### src/rtl/evt_nest_pkg.sv
package evt_nest_pkg;
  typedef enum logic [1:0] {
    RA_CAPT = 2'd0,
    RA_ENAB = 2'd1,
    RA_NEST = 2'd2,
    RA_NONE = 2'd3
  } reg_addr_e;
endpackage

### src/rtl/evt_capture_bank.sv
module evt_capture_bank #(
  parameter int N_LVL = 16
) (
  input  logic             clk,
  input  logic             rst_n,
  input  logic [N_LVL-1:0] evt_req,
  input  logic             wr_capt,
  input  logic             wr_enab,
  input  logic [N_LVL-1:0] wdata,
  input  logic [N_LVL-1:0] clr_oh,
  output logic [N_LVL-1:0] capt_q,
  output logic [N_LVL-1:0] enab_q
);
  logic [N_LVL-1:0] capt_d;
  logic             capt_en;

  // software write touches only bits whose enable bit is clear,
  // then new captures merge, then an accept clears (R9 precedence)
  always_comb begin
    capt_d = capt_q;
    if (wr_capt) capt_d = (capt_q & enab_q) | (wdata & ~enab_q);
    capt_d  = (capt_d | evt_req) & ~clr_oh;
    capt_en = wr_capt | (|evt_req) | (|clr_oh);
  end

  always_ff @(posedge clk or negedge rst_n) begin
    if (!rst_n)       capt_q <= '0;
    else if (capt_en) capt_q <= capt_d;
  end

  always_ff @(posedge clk or negedge rst_n) begin
    if (!rst_n)       enab_q <= '0;
    else if (wr_enab) enab_q <= wdata;
  end
endmodule

### src/rtl/evt_arbiter.sv
module evt_arbiter #(
  parameter int N_LVL    = 16,
  parameter int FIRST_GP = 7,
  parameter int N_NOMASK = 4,
  parameter int RSVD_LVL = 4,
  localparam int IW      = $clog2(N_LVL)
) (
  input  logic [N_LVL-1:0] capt_q,
  input  logic [N_LVL-1:0] enab_q,
  input  logic [N_LVL-1:0] nest_q,
  input  logic             gie,
  output logic             req,
  output logic [IW-1:0]    vec,
  output logic [N_LVL-1:0] sel_oh,
  output logic [N_LVL-1:0] nest_low_oh
);
  logic [N_LVL-1:0] elig;
  logic [N_LVL-1:0] cand_oh;

  for (genvar g = 0; g < N_LVL; g++) begin : g_elig
    if (g == RSVD_LVL) begin : g_rsvd
      assign elig[g] = 1'b0;
    end else if (g < N_NOMASK) begin : g_fixed
      assign elig[g] = capt_q[g];
    end else if (g < FIRST_GP) begin : g_sys
      assign elig[g] = capt_q[g] & enab_q[g];
    end else begin : g_gp
      assign elig[g] = capt_q[g] & enab_q[g] & gie;
    end
  end

  // isolate lowest set bits; lower level means smaller one-hot value
  always_comb begin
    cand_oh     = elig & (~elig + N_LVL'(1));
    nest_low_oh = nest_q & (~nest_q + N_LVL'(1));
    req         = (|elig) & ((nest_q == '0) | (cand_oh < nest_low_oh));
    sel_oh      = req ? cand_oh : '0;
    vec         = '0;
    for (int i = 0; i < N_LVL; i++) begin
      if (cand_oh[i]) vec = vec | IW'(i);
    end
  end
endmodule

### src/rtl/evt_nest_track.sv
module evt_nest_track #(
  parameter int N_LVL = 16
) (
  input  logic             clk,
  input  logic             rst_n,
  input  logic [N_LVL-1:0] set_oh,
  input  logic             ret,
  input  logic [N_LVL-1:0] low_oh,
  output logic [N_LVL-1:0] nest_q
);
  logic [N_LVL-1:0] nest_d;
  logic             nest_en;

  always_comb begin
    nest_d  = (nest_q & ~(ret ? low_oh : '0)) | set_oh;
    nest_en = ret | (|set_oh);
  end

  always_ff @(posedge clk or negedge rst_n) begin
    if (!rst_n)       nest_q <= '0;
    else if (nest_en) nest_q <= nest_d;
  end
endmodule

### src/rtl/evt_nest_ctrl.sv
module evt_nest_ctrl
  import evt_nest_pkg::*;
#(
  parameter int N_LVL    = 16,
  parameter int FIRST_GP = 7,
  parameter int N_NOMASK = 4,
  parameter int RSVD_LVL = 4,
  localparam int IW      = $clog2(N_LVL)
) (
  input  logic             clk,
  input  logic             rst_n,
  input  logic [N_LVL-1:0] evt_req_i,
  input  logic             gie_i,
  input  logic             sup_i,
  input  logic             reg_wr_i,
  input  logic [1:0]       reg_addr_i,
  input  logic [N_LVL-1:0] reg_wdata_i,
  output logic [N_LVL-1:0] reg_rdata_o,
  input  logic             ack_i,
  input  logic             ret_i,
  output logic             req_o,
  output logic [IW-1:0]    vec_o
);
  reg_addr_e        addr;
  logic             wr_capt, wr_enab;
  logic [N_LVL-1:0] capt_q, enab_q, nest_q;
  logic [N_LVL-1:0] sel_oh, nest_low_oh, acc_oh;
  logic             req;
  logic [IW-1:0]    vec;

  always_comb begin
    addr    = reg_addr_e'(reg_addr_i);
    wr_capt = reg_wr_i & (addr == RA_CAPT);
    wr_enab = reg_wr_i & (addr == RA_ENAB) & sup_i;
    acc_oh  = ack_i ? sel_oh : '0;
  end

  evt_capture_bank #(.N_LVL(N_LVL)) u_bank (
    .clk     (clk),
    .rst_n   (rst_n),
    .evt_req (evt_req_i),
    .wr_capt (wr_capt),
    .wr_enab (wr_enab),
    .wdata   (reg_wdata_i),
    .clr_oh  (acc_oh),
    .capt_q  (capt_q),
    .enab_q  (enab_q)
  );

  evt_arbiter #(
    .N_LVL    (N_LVL),
    .FIRST_GP (FIRST_GP),
    .N_NOMASK (N_NOMASK),
    .RSVD_LVL (RSVD_LVL)
  ) u_arb (
    .capt_q      (capt_q),
    .enab_q      (enab_q),
    .nest_q      (nest_q),
    .gie         (gie_i),
    .req         (req),
    .vec         (vec),
    .sel_oh      (sel_oh),
    .nest_low_oh (nest_low_oh)
  );

  evt_nest_track #(.N_LVL(N_LVL)) u_nest (
    .clk    (clk),
    .rst_n  (rst_n),
    .set_oh (acc_oh),
    .ret    (ret_i),
    .low_oh (nest_low_oh),
    .nest_q (nest_q)
  );

  always_comb begin
    req_o = req;
    vec_o = vec;
    unique case (addr)
      RA_CAPT: reg_rdata_o = capt_q;
      RA_ENAB: reg_rdata_o = sup_i ? enab_q : '0;
      RA_NEST: reg_rdata_o = sup_i ? nest_q : '0;
      default: reg_rdata_o = '0;
    endcase
  end
endmodule

### config.mk
export PLATFORM = sky130hd
export DESIGN_NAME = evt_nest_ctrl
export DESIGN_NICKNAME = d
export VERILOG_FILES = /design/src/rtl/evt_nest_pkg.sv /design/src/rtl/evt_capture_bank.sv /design/src/rtl/evt_arbiter.sv /design/src/rtl/evt_nest_track.sv /design/src/rtl/evt_nest_ctrl.sv
export SDC_FILE = /design/constraint.sdc
export NUM_CORES = 1
export LEC_CHECK = 0
export BUFFER_PORTS_ARGS = -buffer_cell sky130_fd_sc_hd__buf_2
export CORE_UTILIZATION = 55
export CTS_BUF_LIST = sky130_fd_sc_hd__clkbuf_4
export CTS_CLUSTER_DIAMETER = 40
export CTS_CLUSTER_SIZE = 16
export DETAILED_ROUTE_END_ITERATION = 12
export PLACE_DENSITY = 0.79
export SYNTH_ARGS = -nofsm -noshare
export SYNTH_HDL_FRONTEND = slang
export SYNTH_SLANG_ARGS = --single-unit
### constraint.sdc
create_clock -name clk -period 4.05 [get_ports clk]
set_input_delay 0.405 -clock clk [delete_from_list [all_inputs] [get_ports clk]]
set_output_delay 0.405 -clock clk [all_outputs]
set_load 0.005 [all_outputs]
==> flow_metrics.tcl, run 1 <==
set metrics [dict create \
    cts_sinks 48 \
    final_layout_size_suffix_gt1_share_pct 28.5 \
    worstPathCellList "nor4_4 > nand2_2 > or3_4 > nor2_1 > nand2_1 > ha_1 > a21oi_1 > o211ai_1 > a211oi_4 > nor2_1 > a21oi_1 > buf_2" \
    fin_tns_setup_ps 0 \
    core_area_sq_um 5570 \
    cp.required_ps 3640 \
    io_pins 62 \
    die_y_microns 78.5 \
    synth_top_family_by_area "simple AND/OR/NAND/NOR gates" \
    power_leakage_uw 0.00168 \
    postSynth.asyncResetShare_pct 100 \
    path_class "reg2out" \
    synth-simple-area-share_pct 26.4 \
    hp-class "in2async" \
    clock_latency_ps 370 \
    ff2ff_setup_slack_ps 710 \
    crit_buf_inv 1 \
    fin_nets 485 \
    portBuffers 61 \
    grt_max_degree 49 \
    ir_drop_mv 0.234 \
    period_needed_ps 3830 \
    fin_ws_ps 216 \
    via_count 3069 \
    num_rows 27 \
    grt_pass1_wl_microns 14500 \
    htree_levels 2 \
    cts_tree "built" \
    routed_wl_microns 9020 \
    ant_nets 0 \
    finalCritPeriodShare_pct 94.7 \
    clk_pin_slew_worst_paths_ps 150 \
    synthMuxAreaShare_pct 10.9 \
    dp_hpwl_microns 6600 \
    synth_fp_nets 423 \
    synth-compound-area-share_pct 17.9 \
    grt_use_total_pct 31.0 \
    diodes 0 \
    drc 0 \
    max_cap_viol_count 0 \
    cts_buffer_depth 2 \
    multi_input_area_sq_um 1980 \
    clock.fmax_mhz 261 \
    first_pass_iters 6 \
    drtIter0Drc 389 \
    maxSlewHeadroom_pct 26.0 \
    viasPerCell 6.10 \
    cts_made_buffers 5 \
    antenna_found_initial 0 \
    cpLargestDelayFamily "simple AND/OR/NAND/NOR gates" \
    setup_viol 0 \
    cp.arrival_ps 3430 \
    crit_path_end_kind "primary output" \
    fillers 462 \
    crit_fanout 6 \
    yosysSeqAreaShare_pct 37.4 \
    synth-xor-area-share_pct 0 \
    hold_viol 0 \
    ys_warn_count 0 \
    fin_worst_skew_ps 6.55 \
    slew_viol_final 0 \
    worst_slew_pin_slew_ps 1110 \
    synth_cells 369 \
    yosys_most_used_dff "dfrtp_1" \
    seq_area_sq_um 1200 \
    pre_cts_slack_ps 387 \
    status "finished, final reports clean" \
    ys_seq_elements 48 \
    grt_pass1_vias 2849 \
    syn_area_sq_um 3220 \
    synth_fa_ha_area_share_pct 5.06 \
    gp_congestion 0.954 \
    rsz0062_at_grt "false" \
    powerDensity_nw_per_um2 436 \
    start_util_pct 57.7 \
    synth.distinct_cells 45 \
    slowest_stage "dfrtp_1" \
    wl_per_cell_microns 17.9 \
    die_w_microns 78.5 \
    grt-ovfl-total 0 \
    syn_avg_cell_area_sq_um 8.71 \
    die-area_sq_um 6160 \
    area_delta_synth_final_pct 16.7 \
    critPathLaunchType "flip-flop" \
    synth_edf_count 0 \
    cpPeakStageDelay_ps 510 \
    cts_root_buffer "clkbuf_4" \
]
## layout make-up
class	count	area share, %
clock inverters	2	1.60
well taps	72	2.40
flip-flops and latches	48	32.1
multi-input cells	303	52.9
inverters	5	0.500
repair buffers	68	9.54
clock buffers	5	1.00
## cells in the final DEF (no fill, tap or decap), types with 2 or more instances in the layout
cell / n
nor3_1: 4
ha_1: 13
nand4b_1: 2
buf_2: 61
a22o_1: 10
nor4_4: 3
a21oi_1: 40
and4b_1: 2
buf_4: 7
dfrtp_1: 47
and2_1: 5
nand3_1: 10
nand3b_1: 4
nor2_1: 43
inv_1: 5
nor2b_1: 18
mux2_2: 31
nand2b_1: 3
a21boi_0: 2
nand2_1: 51
nand4_1: 3
or3_1: 3
o21ai_0: 28
clkbuf_4: 5
bufinv_16: 2
o31ai_1: 3
## metrics by stage
stage	instance area [sq um]	hold WS [ps]	power [uW]	instances	utilization, %
6_report	3750	227	1640	503	67.3
5_1_grt	3750	238	1730	503	67.3
4_1_cts	3700	233	1610	502	66.4
3_5_place_dp	3600	524	1270	495	64.5
3_3_place_gp	3600	504	1250	495	64.5
2_1_floorplan	3220	109	1070	369	-
## sequential cells by signal (all words and copies together) (netlist names)
signal	cells
u_bank.enab_q	16
u_bank.capt_q	16
u_nest.nest_q	16
## cell usage after synthesis, drive strengths merged (2+ instances only)
cell	number	area share, %
nand2	52	6.1
dfrtp	48	37
nor2	44	5.1
a21oi	40	6.2
mux2	31	11
o21ai	29	4.6
nor2b	19	3.7
ha	13	5.1
clkbuf	11	1.3
a22o	10	2.7
nand3	10	1.6
and2	5	0.97
inv	5	0.58
nor4	5	2.3
nand3b	4	0.93
nor3	4	0.62
or3	4	0.93
nand2b	3	0.58
nand4	3	0.58
nor3b	3	0.70
o31ai	3	0.70
a211oi	2	0.62
a21boi	2	0.47
and3b	2	0.54
and4b	2	0.62
buf	2	0.58
nand4b	2	0.54
## repair_timing
item,4_1_cts,5_1_grt
resized for setup,2,9
buffers inserted,0,1
endpoints found under the hold margin,0,0
pin swaps,0,5
setup endpoints to repair,1,1
hold buffers,0,0
## logic make-up after synthesis
group / count (synthesis)
compound gates: 95
fa+ha+maj: 13
buf+inv: 18
flops: 48
mux: 31
simple gates: 164
## power by group
part / switching (uW) / internal, uW / leakage (uW)
combinational: 367 / 275 / 0.00107
clock: 161 / 189 / 0.0000513
sequential: 100 / 544 / 0.000560
## worst paths after layout
path,cells after the start,endpoint,startpoint
worst max-delay path,12,req_o,u_nest.nest_q[6]
worst min-delay path,1,u_bank.capt_q[13],rst_n
worst max register to register,11,u_nest.nest_q[5],u_nest.nest_q[6]
worst min register to register,1,u_bank.enab_q[0],u_bank.enab_q[0]
max in group asynchronous,1,u_bank.capt_q[1],rst_n
min in group clk,2,u_bank.capt_q[4],evt_req_i[4]
## per-layer routing
metal  GRT usage, %  up-vias  wire [microns]
met5              0        -               0
met4           7.96        0              94
met3           5.12       12             679
met2           46.7      158            4090
met1           46.3     1456            4160
li1               -     1443               -
No activity file was read; power rests on OpenSTA's default activity.
==> run 2: changes to the inputs <==
--- a/config.mk
+++ b/config.mk
@@ -6,12 +6,14 @@
 export NUM_CORES = 1
 export LEC_CHECK = 0
 export BUFFER_PORTS_ARGS = -buffer_cell sky130_fd_sc_hd__buf_2
+export CORE_MARGIN = 1.5
 export CORE_UTILIZATION = 55
 export CTS_BUF_LIST = sky130_fd_sc_hd__clkbuf_4
 export CTS_CLUSTER_DIAMETER = 40
 export CTS_CLUSTER_SIZE = 16
 export DETAILED_ROUTE_END_ITERATION = 12
 export PLACE_DENSITY = 0.79
+export SLEW_MARGIN = 20
 export SYNTH_ARGS = -nofsm -noshare
 export SYNTH_HDL_FRONTEND = slang
 export SYNTH_SLANG_ARGS = --single-unit
==> flow_metrics.tcl, run 2 (synthesis results as in run 1) <==
set metrics [dict create \
    core_area_sq_um 5570 \
    grt_pass1_wl_microns 14300 \
    hp-class "in2async" \
    first_pass_iters 5 \
    critPathLaunchType "flip-flop" \
    cpLargestDelayFamily "simple AND/OR/NAND/NOR gates" \
    grt_max_degree 49 \
    finalCritPeriodShare_pct 95.4 \
    period_needed_ps 3870 \
    drtIter0Drc 274 \
    cts_made_buffers 5 \
    die_w_microns 79.5 \
    cts_tree "built" \
    crit_path_end_kind "primary output" \
    design_area_sq_um 3780 \
    cpPeakStageDelay_ps 480 \
    dp_hpwl_microns 6470 \
    die_y_microns 79.5 \
    area_delta_synth_final_pct 17.7 \
    crit_buf_inv 1 \
    p_sw_uw 652 \
    diodes 0 \
    drc 0 \
    p_total_uw 1690 \
    io_pins 62 \
    fin_ws_ps 185 \
    power_leakage_uw 0.00170 \
    power.internal_uw 1040 \
    cts_root_buffer "clkbuf_4" \
    htree_levels 2 \
    slew_viol_final 0 \
    dpl.cell_count 495 \
    gp_congestion 0.932 \
    dpl_cell_area_sq_um 3600 \
    hold_viol 0 \
    grt_pass1_vias 2852 \
    cts_buffer_depth 2 \
    fin_worst_skew_ps 21.5 \
    grt-ovfl-total 0 \
    max_cap_viol_count 0 \
    clock.fmax_mhz 259 \
    start_util_pct 57.7 \
    cts_sinks 48 \
    via_count 3087 \
    portBuffers 61 \
    fin_nets 488 \
    slowest_stage "dfrtp_2" \
    cp.arrival_ps 3460 \
    num_rows 27 \
    cp.required_ps 3640 \
    pwr-share-seq_pct 38.2 \
    clk_pin_slew_worst_paths_ps 160 \
    final_common_cell "buf_2" \
    worstPathCellList "nor4_4 > nor2b_4 > nand2_1 > a211oi_2 > nand2_1 > nor3b_2 > ha_1 > nand4_1 > nor2_1 > and4b_1 > a211oi_4 > nor2_1 > a21oi_1 > buf_2" \
    setup_viol 0 \
    postCtsHoldBufs 0 \
    powerDensity_nw_per_um2 446 \
    worst_slew_pin_slew_ps 806 \
    grt_use_total_pct 29.4 \
    die-area_sq_um 6310 \
    pwr-share-clk_pct 21.7 \
    final_cells 507 \
    wl_per_cell_microns 17.6 \
    switching_share_pct 38.6 \
    routed_wl_microns 8940 \
    ir_drop_mv 0.249 \
    antenna_found_initial 0 \
    ant_nets 0 \
    viasPerCell 6.09 \
    maxSlewHeadroom_pct 46.1 \
    final_layout_size_suffix_gt1_share_pct 29.2 \
    clock_latency_ps 380 \
    pwr-share-comb_pct 40.1 \
    crit_fanout 5 \
    mostFrequentLayoutCells "buf_2, nand2_1, dfrtp_1" \
    reg_top3 "u_bank.capt_q x16, u_bank.enab_q x16, u_nest.nest_q x16" \
    status "finished, final reports clean" \
    fillers 467 \
    path_class "reg2out" \
    pre_cts_slack_ps 406 \
]
[run 2: cell count changes in the layout (fill, tap and decap cells not counted)]
cell     previous run  this run
inv_6               0         1
nor3b_1             1         2
dfrtp_1            47        46
nor3b_4             1         0
dfrtp_2             1         2
nor4_2              1         0
buf_2              61        60
buf_4               7        11
nor4_4              3         4
[run 2: power by group through the flow]
| stage | clock network (uW) | registers, uW | logic, uW |
|---|---|---|---|
| floorplan | 0 | 612 | 461 |
| global placement | 0 | 641 | 615 |
| detailed placement | 0 | 645 | 615 |
| CTS | 372 | 637 | 620 |
| global route | 387 | 656 | 730 |
| finish | 367 | 645 | 677 |
[run 2: routing by layer]
metal | share of wire (%) | wire length [microns] | global-route usage, % | up-vias
met4 | 1.1 | 95 | 8.95 | 0
met2 | 46 | 4100 | 43.1 | 151
met5 | 0 | 0 | 0 | -
met3 | 7.8 | 694 | 4.69 | 8
met1 | 45 | 4050 | 44.1 | 1475
li1 | - | - | - | 1453
[run 2: final cells by class]
| class | instances | area (sq um) | share of cell area (%) |
|---|---|---|---|
| clock inverter | 3 | 68.8 | 1.82 |
| multi-input combinational | 303 | 1980 | 52.4 |
| timing repair buffer | 71 | 383 | 10.1 |
| sequential | 48 | 1200 | 31.8 |
| clock buffer | 5 | 37.5 | 0.992 |
| tap | 72 | 90.1 | 2.38 |
| inverter | 5 | 18.8 | 0.496 |
[run 2: repair_timing]
item,CTS,global route
buffers inserted,0,4
pin swaps,0,5
endpoints found under the hold margin,0,0
resized for setup,1,10
endpoints found under the setup margin,1,1
[run 2: stage by stage]
step / TNS [ps] / hold WS [ps] / utilization (%)
3_5_place_dp: 0 / 526 / 64.5
6_report: 0 / 29.4 / 67.9
2_1_floorplan: 0 / 109 / -
5_1_grt: -40.5 / 66.3 / 67.9
4_1_cts: 0 / 196 / 66.5
3_3_place_gp: 0 / 504 / 64.5
[run 2: worst paths after layout]
kind,from,slack (ps),cells past startpoint,to
min in group clk,evt_req_i[4],210,2,u_bank.capt_q[4]
worst min register to register,u_bank.enab_q[3],570,1,u_bank.enab_q[3]
max in group asynchronous,rst_n,3590,1,u_bank.capt_q[2]
worst max-delay path,u_bank.capt_q[1],180,14,req_o
worst min-delay path,rst_n,30,1,u_nest.nest_q[7]
worst max register to register,u_bank.capt_q[1],560,14,u_nest.nest_q[12]
==> run 3: changes to the inputs <==
--- a/config.mk
+++ b/config.mk
@@ -17,3 +17,4 @@
 export SYNTH_ARGS = -nofsm -noshare
 export SYNTH_HDL_FRONTEND = slang
 export SYNTH_SLANG_ARGS = --single-unit
+export TNS_END_PERCENT = 20
==> constraint.sdc (replaced) <==
create_clock -name clk -period 4.05 [get_ports clk]
set_input_delay 0.405 -clock clk [delete_from_list [all_inputs] [get_ports clk]]
set_output_delay 0.405 -clock clk [all_outputs]
set_load 0.01 [all_outputs]
==> flow_metrics.tcl, run 3 (synthesis results as in run 1) <==
set metrics [dict create \
    fin_nets 486 \
    cpMostUsedCell "nor2_1" \
    grt-ovfl-total 0 \
    crit_buf_inv 1 \
    cts_buffer_depth 2 \
    viasPerCell 6.11 \
    critPathLaunchType "flip-flop" \
    io_pins 62 \
    dp_hpwl_microns 6430 \
    p_sw_uw 651 \
    wl_per_cell_microns 17.4 \
    fin_util_pct 66.4 \
    status "finished, final reports clean" \
    antenna_found_initial 0 \
    worst_slew_pin_slew_ps 807 \
    cts_made_buffers 5 \
    die_y_microns 79.5 \
    cpPeakStageDelay_ps 510 \
    period_needed_ps 3840 \
    grt_use_total_pct 29.2 \
    clock_latency_ps 390 \
    hold_viol 0 \
    diodes 0 \
    finalCritPeriodShare_pct 94.9 \
    clock.fmax_mhz 260 \
    pre_cts_slack_ps 386 \
    final_common_cell "buf_2" \
    clk_pin_slew_worst_paths_ps 160 \
    grt_max_degree 49 \
    mostFrequentLayoutCells "buf_2, nand2_1, dfrtp_1" \
    cpLargestDelayFamily "simple AND/OR/NAND/NOR gates" \
    die_w_microns 79.5 \
    hold_ws_ps 15.5 \
    power.internal_uw 904 \
    htree_levels 2 \
    core_area_sq_um 5570 \
    via_count 3085 \
    drtIter0Drc 207 \
    num_rows 27 \
    grt_pass1_vias 2914 \
    cp.arrival_ps 3440 \
    cp.required_ps 3640 \
    setup_viol 0 \
    hp-class "in2async" \
    ir_drop_mv 0.279 \
    power_leakage_uw 0.00166 \
    pwr-share-clk_pct 15.9 \
    cts_root_buffer "clkbuf_4" \
    die-area_sq_um 6310 \
    routed_wl_microns 8790 \
    path_class "reg2out" \
    portBuffers 61 \
    maxSlewHeadroom_pct 46.1 \
    start_util_pct 57.7 \
    drc 0 \
    pwr-share-seq_pct 41.4 \
    cts_sinks 48 \
    fin_worst_skew_ps 15.7 \
    slew_viol_final 0 \
    pwr-share-comb_pct 42.7 \
    final_layout_size_suffix_gt1_share_pct 28.6 \
    max_cap_viol_count 0 \
    cts_tree "built" \
    area_delta_synth_final_pct 15.2 \
    first_pass_iters 4 \
    powerDensity_nw_per_um2 420 \
    fin_ws_ps 206 \
    gp_congestion 0.952 \
    worstPathCellList "nor4_4 > nand2_2 > or3_4 > nor4_2 > nand2_1 > ha_1 > nand4_1 > nor2_1 > and4b_1 > a211oi_2 > nor2_1 > a21oi_1 > buf_2" \
    crit_path_end_kind "primary output" \
    ant_nets 0 \
    grt_pass1_wl_microns 14200 \
    slowest_stage "dfrtp_1" \
    crit_fanout 8 \
    reg_top3 "u_bank.capt_q x16, u_bank.enab_q x16, u_nest.nest_q x16" \
    p_total_uw 1550 \
    switching_share_pct 41.9 \
]
run 3: area by class of cell:
cell class	count	area (sq um)
clock buffers	6	45.0
clock inverters	2	16.3
fillers	471	1870
inverters	5	18.8
multi-input cells	303	1960
flip-flops and latches	48	1200
well taps	72	90.1
repair buffers	69	368
run 3: worst paths after layout:
| check | start | end | slack, ps | cells past startpoint |
|---|---|---|---|---|
| setup / recovery | u_nest.nest_q[5] | req_o | 210 | 13 |
| hold / removal | rst_n | u_bank.enab_q[11] | 20 | 1 |
| setup reg to reg | u_nest.nest_q[5] | u_nest.nest_q[12] | 690 | 13 |
| hold reg to reg | u_bank.enab_q[2] | u_bank.enab_q[2] | 560 | 1 |
| max in group asynchronous | rst_n | u_bank.capt_q[1] | 3570 | 1 |
| min in group clk | evt_req_i[4] | u_bank.capt_q[4] | 220 | 2 |
run 3: layer usage:
metal	part of all wire (%)	up-vias	wire length, microns	track usage (%)
met5	0	-	0	0
met2	44	152	3910	43.3
met1	46	1476	4020	44.7
met3	8.0	15	703	3.89
met4	1.7	0	152	7.72
li1	-	1442	-	-
run 3: power groups by stage:
stage | clock (uW) | sequential [uW] | combinational [uW]
finish | 248 | 643 | 663
global route | 267 | 654 | 717
CTS | 248 | 636 | 641
detailed placement | 0 | 645 | 638
global placement | 0 | 641 | 627
floorplan | 0 | 612 | 476
run 3: worst reg2reg max path: stages (launching register included):
cell and delay, ps:
dfrtp_1 510, nor4_4 410, nand2_2 90, or3_4 350, nor4_2 290, nand2_1 100
ha_1 310, nand4_1 120, nor2_1 50, and4b_1 190, a211oi_2 230, buf_4 170
o21ai_2 110, o41ai_1 310
run 3: what timing repair did:
action                                 CTS  global route
endpoints found under the hold margin    0             0
gates resized for setup                  1             6
hold buffers                             0             0
buffers inserted                         0             2
setup endpoints to repair                1             1
pin swaps                                0             3
run 3: per-stage QoR:
step / cell area, sq um / TNS [ps] / instances
6_report: 3700 / 0 / 505
3_3_place_gp: 3600 / 0 / 495
2_1_floorplan: 3220 / 0 / 369
5_1_grt: 3700 / -14.8 / 505
3_5_place_dp: 3600 / 0 / 495
4_1_cts: 3660 / 0 / 503
